--- src/rtl/vfd_pkg.sv ---
package vfd_pkg;
  parameter int DIGITS   = 16;
  parameter int GROUPS   = 5;
  parameter int BYTE_W   = 8;
  parameter int ADDR_W   = 16;
  parameter int CNT_W    = 8;
  parameter logic [15:0] RAM_BASE = 16'hFA30;
  localparam int SEG_W   = GROUPS * BYTE_W;
  localparam int RAM_N   = DIGITS * GROUPS;
  localparam int SLOT_W  = $clog2(DIGITS + 1);
  localparam int GRP_W   = $clog2(GROUPS);
  localparam int DIG_IW  = $clog2(DIGITS);
endpackage

--- src/rtl/vfd_slot_timer.sv ---
module vfd_slot_timer
  import vfd_pkg::*;
#(
  parameter int NDIG = DIGITS,
  parameter int NGRP = GROUPS,
  parameter int CW   = CNT_W,
  localparam int SW  = $clog2(NDIG + 1),
  localparam int GW  = $clog2(NGRP)
) (
  input  logic          clk,
  input  logic          rst,
  input  logic [CW-1:0] slot_len,
  output logic          tick,
  output logic [SW-1:0] nxt_slot,
  output logic          fetch_en,
  output logic [GW-1:0] fetch_grp
);
  localparam logic [SW-1:0] KEY_SLOT = SW'(NDIG);

  logic [CW-1:0] cnt;
  logic [CW-1:0] limit;
  logic [SW-1:0] cur_slot;

  assign limit     = (slot_len < CW'(NGRP)) ? CW'(NGRP) : slot_len;
  assign tick      = (cnt >= limit);
  assign nxt_slot  = (cur_slot == KEY_SLOT) ? '0 : cur_slot + SW'(1);
  assign fetch_en  = (cnt < CW'(NGRP)) && (nxt_slot != KEY_SLOT);
  assign fetch_grp = GW'(cnt);

  always_ff @(posedge clk) begin
    if (rst) begin
      cnt      <= '0;
      cur_slot <= KEY_SLOT;
    end else if (tick) begin
      cnt      <= '0;
      cur_slot <= nxt_slot;
    end else begin
      cnt      <= cnt + CW'(1);
    end
  end

  // the shadow set is complete before any transfer
  p_fetch_done_r6: assert property (@(posedge clk) disable iff (rst)
    tick |-> !fetch_en);

  // a new slot begins counting from zero
  p_restart_r2: assert property (@(posedge clk) disable iff (rst)
    tick |=> (cnt == '0));
endmodule

--- src/rtl/vfd_disp_ram.sv ---
module vfd_disp_ram
  import vfd_pkg::*;
#(
  parameter int NDIG = DIGITS,
  parameter int NGRP = GROUPS,
  parameter int AW   = ADDR_W,
  parameter int BW   = BYTE_W,
  parameter logic [15:0] BASE = RAM_BASE,
  localparam int MEMN = NDIG * NGRP,
  localparam int IW   = $clog2(MEMN),
  localparam int GW   = $clog2(NGRP),
  localparam int DW   = $clog2(NDIG)
) (
  input  logic          clk,
  input  logic          rst,
  input  logic          cpu_valid,
  output logic          cpu_ready,
  input  logic          cpu_we,
  input  logic [AW-1:0] cpu_addr,
  input  logic [BW-1:0] cpu_wdata,
  output logic          cpu_rvalid,
  output logic [BW-1:0] cpu_rdata,
  input  logic          fetch_en,
  input  logic [GW-1:0] fetch_grp,
  input  logic [DW-1:0] fetch_dig,
  output logic [BW-1:0] fetch_data
);
  logic [BW-1:0] mem [MEMN];
  logic [AW-1:0] offset;
  logic          in_rng;
  logic          accept;
  logic [IW-1:0] fetch_idx;
  logic [IW-1:0] port_idx;
  logic [BW-1:0] port_rd;

  assign offset     = cpu_addr - AW'(BASE);
  assign in_rng     = (cpu_addr >= AW'(BASE)) && (offset < AW'(MEMN));
  assign cpu_ready  = !fetch_en;
  assign accept     = cpu_valid && cpu_ready;
  assign fetch_idx  = IW'(fetch_grp) * IW'(NDIG) + IW'(fetch_dig);
  assign port_idx   = fetch_en ? fetch_idx : IW'(offset);
  assign port_rd    = mem[port_idx];
  assign fetch_data = port_rd;

  always_ff @(posedge clk) begin
    if (rst) begin
      for (int i = 0; i < MEMN; i++) mem[i] <= '0;
      cpu_rvalid <= 1'b0;
      cpu_rdata  <= '0;
    end else begin
      cpu_rvalid <= accept && !cpu_we;
      if (accept && !cpu_we) cpu_rdata <= in_rng ? port_rd : '0;
      if (accept && cpu_we && in_rng) mem[port_idx] <= cpu_wdata;
    end
  end

  p_fetch_wins_r6: assert property (@(posedge clk) disable iff (rst)
    fetch_en |-> !cpu_ready);

  p_read_resp_r7: assert property (@(posedge clk) disable iff (rst)
    (cpu_valid && cpu_ready && !cpu_we) |=> cpu_rvalid);

  p_write_silent_r7: assert property (@(posedge clk) disable iff (rst)
    (cpu_valid && cpu_ready && cpu_we) |=> !cpu_rvalid);
endmodule

--- src/rtl/vfd_seg_latch.sv ---
module vfd_seg_latch
  import vfd_pkg::*;
#(
  parameter int NDIG = DIGITS,
  parameter int NGRP = GROUPS,
  parameter int BW   = BYTE_W,
  localparam int SEGW = NGRP * BW,
  localparam int SW   = $clog2(NDIG + 1),
  localparam int GW   = $clog2(NGRP)
) (
  input  logic            clk,
  input  logic            rst,
  input  logic            fetch_en,
  input  logic [GW-1:0]   fetch_grp,
  input  logic [BW-1:0]   fetch_data,
  input  logic            tick,
  input  logic [SW-1:0]   nxt_slot,
  input  logic [SEGW-1:0] port_lat,
  output logic [SEGW-1:0] seg_o,
  output logic [NDIG-1:0] dig_o,
  output logic            key_o,
  output logic [SEGW-1:0] pin_o
);
  localparam logic [SW-1:0] KEY_SLOT = SW'(NDIG);

  logic [SEGW-1:0] shadow;

  for (genvar g = 0; g < NGRP; g++) begin : g_shadow
    logic [BW-1:0] sh_byte;
    always_ff @(posedge clk) begin
      if (rst) sh_byte <= '0;
      else if (fetch_en && fetch_grp == GW'(g)) sh_byte <= fetch_data;
    end
    assign shadow[g*BW +: BW] = sh_byte;
  end

  always_ff @(posedge clk) begin
    if (rst) begin
      seg_o <= '0;
      dig_o <= '0;
      key_o <= 1'b0;
    end else if (tick) begin
      if (nxt_slot == KEY_SLOT) begin
        seg_o <= '0;
        dig_o <= '0;
        key_o <= 1'b1;
      end else begin
        seg_o <= shadow;
        dig_o <= NDIG'(1) << nxt_slot;
        key_o <= 1'b0;
      end
    end
  end

  assign pin_o = key_o ? port_lat : seg_o;

  p_onehot_r3: assert property (@(posedge clk) disable iff (rst)
    $onehot0(dig_o));

  p_key_then_t0_r3: assert property (@(posedge clk) disable iff (rst)
    $fell(key_o) |-> dig_o[0]);

  p_key_blank_r5: assert property (@(posedge clk) disable iff (rst)
    key_o |-> (seg_o == '0) && (dig_o == '0));

  p_hold_r8: assert property (@(posedge clk) disable iff (rst)
    !tick |=> $stable(seg_o) && $stable(dig_o));
endmodule

--- src/rtl/vfd_scan_top.sv ---
module vfd_scan_top
  import vfd_pkg::*;
#(
  parameter int NDIG = DIGITS,
  parameter int NGRP = GROUPS,
  parameter int BW   = BYTE_W,
  parameter int AW   = ADDR_W,
  parameter int CW   = CNT_W,
  parameter logic [15:0] BASE = RAM_BASE,
  localparam int SEGW = NGRP * BW,
  localparam int SW   = $clog2(NDIG + 1),
  localparam int GW   = $clog2(NGRP),
  localparam int DW   = $clog2(NDIG)
) (
  input  logic            clk,
  input  logic            rst,
  input  logic [CW-1:0]   slot_len,
  input  logic [SEGW-1:0] port_lat,
  input  logic            cpu_valid,
  output logic            cpu_ready,
  input  logic            cpu_we,
  input  logic [AW-1:0]   cpu_addr,
  input  logic [BW-1:0]   cpu_wdata,
  output logic            cpu_rvalid,
  output logic [BW-1:0]   cpu_rdata,
  output logic [SEGW-1:0] seg_o,
  output logic [NDIG-1:0] dig_o,
  output logic            key_o,
  output logic [SEGW-1:0] pin_o
);
  logic          tick;
  logic [SW-1:0] nxt_slot;
  logic          fetch_en;
  logic [GW-1:0] fetch_grp;
  logic [BW-1:0] fetch_data;

  vfd_slot_timer #(.NDIG(NDIG), .NGRP(NGRP), .CW(CW)) u_timer (
    .clk(clk), .rst(rst), .slot_len(slot_len), .tick(tick),
    .nxt_slot(nxt_slot), .fetch_en(fetch_en), .fetch_grp(fetch_grp)
  );

  vfd_disp_ram #(.NDIG(NDIG), .NGRP(NGRP), .AW(AW), .BW(BW), .BASE(BASE)) u_ram (
    .clk(clk), .rst(rst), .cpu_valid(cpu_valid), .cpu_ready(cpu_ready),
    .cpu_we(cpu_we), .cpu_addr(cpu_addr), .cpu_wdata(cpu_wdata),
    .cpu_rvalid(cpu_rvalid), .cpu_rdata(cpu_rdata), .fetch_en(fetch_en),
    .fetch_grp(fetch_grp), .fetch_dig(nxt_slot[DW-1:0]), .fetch_data(fetch_data)
  );

  vfd_seg_latch #(.NDIG(NDIG), .NGRP(NGRP), .BW(BW)) u_latch (
    .clk(clk), .rst(rst), .fetch_en(fetch_en), .fetch_grp(fetch_grp),
    .fetch_data(fetch_data), .tick(tick), .nxt_slot(nxt_slot),
    .port_lat(port_lat), .seg_o(seg_o), .dig_o(dig_o), .key_o(key_o),
    .pin_o(pin_o)
  );
endmodule

--- config.mk ---
export PLATFORM = sky130hd
export DESIGN_NAME = vfd_scan_top
export DESIGN_NICKNAME = d
export VERILOG_FILES = /design/src/rtl/vfd_pkg.sv /design/src/rtl/vfd_slot_timer.sv /design/src/rtl/vfd_disp_ram.sv /design/src/rtl/vfd_seg_latch.sv /design/src/rtl/vfd_scan_top.sv
export SDC_FILE = /design/constraint.sdc
export NUM_CORES = 2
export LEC_CHECK = 0
export BUFFER_PORTS_ARGS = -buffer_cell sky130_fd_sc_hd__clkbuf_2
export CORE_ASPECT_RATIO = 0.7
export CORE_MARGIN = 4
export CORE_UTILIZATION = 42
export CTS_CLUSTER_DIAMETER = 200
export DETAILED_ROUTE_END_ITERATION = 10
export PLACE_DENSITY = 0.58
export SYNTH_ARGS = -nofsm -noshare
export SYNTH_HDL_FRONTEND = slang
export SYNTH_SLANG_ARGS = --single-unit
--- constraint.sdc ---
create_clock -name clk -period 5.2 [get_ports clk]
set_input_delay 0.26 -clock clk [delete_from_list [all_inputs] [get_ports clk]]
set_output_delay 0.26 -clock clk [all_outputs]
set_load 0.02 [all_outputs]
==> flow_summary.toml <==
[outcome]
outcome = "finished clean"

[finish]
drive_gt1_share_pct = 16.3
final_core_util_pct = 48.1
area_growth_pct = 13.7
fill_cells = 10600
nNetsFinal = 4349

[setup_path]
cp-start-kind = "flip-flop"
cp.required_ns = 5.83
worstPathMaxFanout = 14
path_class = "flip-flop to flip-flop"
crit_path_end_kind = "flip-flop"
worstPathArrival_ns = 5.62

[grt]
grt-ovfl-total = 0
use_met2_pct = 35.7
grt.total_usage_pct = 26.0
antenna_found_initial = 5
grt_pass1_vias = 33100
grt_max_degree = 77
gr-usage-met3_pct = 7.36
grt_pass1_wl_um = 241000
busiest_layer = "met1"
use_met1_pct = 40.4

[place]
dp_slack_ns = 0.214
io_buffers = 182
gp_congestion = 0.914
dp.final_hpwl_um = 109000

[clock_network]
clockRootBuffer = "clkbuf_16"
clkTransAtPathRegs_ns = 0.07
clock_path_buffers = 3
clock_latency_ns = 0.76
h-tree-depth = 3
cts_tree = "built"
cts_made_buffers = 110
clock-sinks = 1143

[power]
power_frac_comb_pct = 6.9
ir_worst_vdd_uv = 321
p_per_area_mw_per_mm2 = 342
leakage_nw = 20.4
power_frac_clock_pct = 40.6
pwr-share-seq_pct = 52.5
p_int_mw = 14.8
power.switching_mw = 4.76
power_mw = 19.6
sw_frac_of_total_pct = 24.3

[drt]
drt-pass1-iter-count = 6
vias = 35300
drt_iter0_drc = 5074
wl_per_cell_um = 28.4
viasPerCell = 5.97
drc = 0
drtAntennaViolNets = 0
drt_wl_total_um = 168000

[logic_synthesis]
synth_flop_cell = "edfxtp_1"
yosysUniqueCellTypes = 84
ys_seq_area_share_pct = 65.7
synth_seq_cells = 1143
syn_inst = 4059
syn_area_sq_mm = 0.0504
synth_edf_count = 1024
yosysWarnings = 0
synthArstFlopShare_pct = 0
syn_avg_cell_area_sq_um = 12.4
synth_nets = 4152

[timing]
slew_headroom_pct = 22.2
worstMarginPinSlew_ns = 1.16
final.setup_skew_ns = 0.0444
hold_viol = 0
rsz0062_at_grt = "no"
layout_min_cycle_time_ns = 4.99
fin_crit_sh_pct = 95.9
setup_tns_ns = 0
worst_slack_ns = 0.212
slew_viol_final = 0
setup_viol = 0
fmax_ghz = 0.200

[hold_path]
hold_class = "input pin to flip-flop"

[floorplan]
dieWidth_um = 422
coreArea_sq_mm = 0.119
die_area_sq_mm = 0.126
die_h_um = 298
start_util_pct = 42.3
io_pins = 183
row_count = 106

[job]
drv_cap = 0
[layout by cell type, fill, tap and decap left out, types with 13 or more instances in the layout]
cell type / instances
a22oi_1: 19
dfxtp_1: 118
buf_12: 27
o2111ai_1: 23
nand3_1: 125
clkbuf_1: 19
o31ai_1: 13
a211oi_1: 74
nand2b_1: 21
mux2i_1: 75
o22ai_1: 92
a21oi_1: 167
a2bb2oi_1: 19
a32oi_1: 29
a31oi_1: 38
inv_1: 19
nor3_1: 35
a221oi_1: 18
and3_1: 13
clkinv_2: 25
clkinv_1: 24
clkbuf_2: 174
and2_1: 651
o21a_1: 15
clkbuf_16: 112
o211ai_1: 33
buf_4: 168
mux2_2: 47
or2_2: 83
nor2_1: 239
edfxtp_1: 1024
o221ai_1: 21
o41ai_1: 17
ha_1: 17
a22o_1: 59
nand2_1: 438
o21ai_0: 62
[final cells by class]
cell class	instances	area (sq um)	area share, %
diodes	1	2.50	0.00437
clock inverters	70	584	1.02
multi-input cells	2608	15900	27.8
inverters	20	75.1	0.131
clock buffers	136	2930	5.12
well taps	1566	1960	3.42
flip-flops and latches	1143	33100	57.8
repair buffers	373	2720	4.74
[Yosys cell counts, types with 17 or more instances]
cell type,instances,area [sq um]
nor3_1,36,180
or2_2,83,519
o2111ai_1,24,210
nor2_1,239,897
nand2b_1,21,131
edfxtp_1,1024,30700
mux2i_1,75,751
mux2_2,47,529
a211oi_1,74,556
o21ai_0,64,320
a221oi_1,18,158
clkbuf_1,154,578
nand3_1,125,626
dfxtp_1,119,2380
a22oi_1,20,150
a32oi_1,29,254
buf_4,28,210
o211ai_1,33,248
a22o_1,60,526
o22ai_1,92,576
and2_1,652,4080
nand2_1,440,1650
inv_1,19,71.3
o41ai_1,17,149
a31oi_1,41,257
buf_6,17,191
ha_1,17,213
a2bb2oi_1,19,166
buf_2,77,385
a21oi_1,167,836
o221ai_1,21,184
[routing by layer]
| metal | up-vias | part of all wire [%] |
|---|---|---|
| met4 | 0 | 2.4 |
| met1 | 17700 | 45 |
| li1 | 15400 | - |
| met3 | 237 | 12 |
| met2 | 1984 | 41 |
| met5 | - | 0 |
[worst max-delay path, stage by stage, from the launching register on]
cell and delay, ns:
dfxtp_1 0.31, buf_4 0.17, ha_1 0.29, and4_1 0.24, nor2_1 0.29, and4_1 0.30, buf_4 0.29, a21oi_4 0.12
nand2_1 0.61, buf_4 0.29, o32ai_1 0.09, or3_1 0.35, o31ai_1 0.42, nand3_1 0.34, and4_1 0.46, a211oi_1 0.26
[through the flow]
| step | std cells | hold slack (ns) | area, sq um |
|---|---|---|---|
| final | 5917 | 0.0534 | 57300 |
| after global routing | 5916 | 0.0617 | 57300 |
| after CTS | 5912 | 0.00901 | 57200 |
| after detailed placement | 5701 | 0.446 | 53700 |
| after global placement | 5701 | 0.438 | 53700 |
| after floorplan | 4059 | 0.338 | 50400 |
[power groups by stage]
stage / clock network (mW) / logic, mW / registers, mW
after floorplan: 0 / 0.682 / 10.4
after global placement: 0 / 1.31 / 10.5
after detailed placement: 0 / 1.31 / 10.5
after CTS: 8.01 / 1.32 / 10.3
after global routing: 8.39 / 1.42 / 10.3
final: 7.95 / 1.35 / 10.3
[worst paths after layout]
path | from | endpoint | slack, ns | cells past startpoint
setup / recovery | u_timer.cur_slot[0] | u_latch.g_shadow[4].sh_byte[3] | 0.21 | 15
hold / removal | cpu_valid | u_ram.cpu_rdata[4] | 0.05 | 5
setup reg to reg | u_timer.cur_slot[0] | u_latch.g_shadow[4].sh_byte[3] | 0.21 | 15
hold reg to reg | u_ram.cpu_rdata[5] | u_ram.cpu_rdata[5] | 0.46 | 2
[kinds of logic after synthesis]
| logic type | synth area share, % |
|---|---|
| AOI/OAI and AO/OA | 11.1 |
| xor gates and xnor gates | 0.209 |
| adders and majority gates | 0.422 |
| buffers and inverters | 2.95 |
| DFF | 65.7 |
| muxes | 2.54 |
| and+or+nand+nor | 17.1 |
[flip-flops by register name, indices dropped and copies added (netlist names)]
name / flops
u_latch.seg_o: 40
u_latch.dig_o: 16
u_latch.g_shadow.sh_byte: 40
u_ram.cpu_rvalid: 1
u_timer.cur_slot: 5
u_latch.key_o: 1
u_ram.cpu_rdata: 8
u_ram.mem: 1024
u_timer.cnt: 8
[what timing repair did]
item	in CTS	in global routing
endpoints found under the hold margin	25	0
hold buffers	5	0
gates resized for setup	0	7
setup buffers	0	4
endpoints found under the setup margin	0	27
Note: power is estimated with default switching activity, not from simulation.
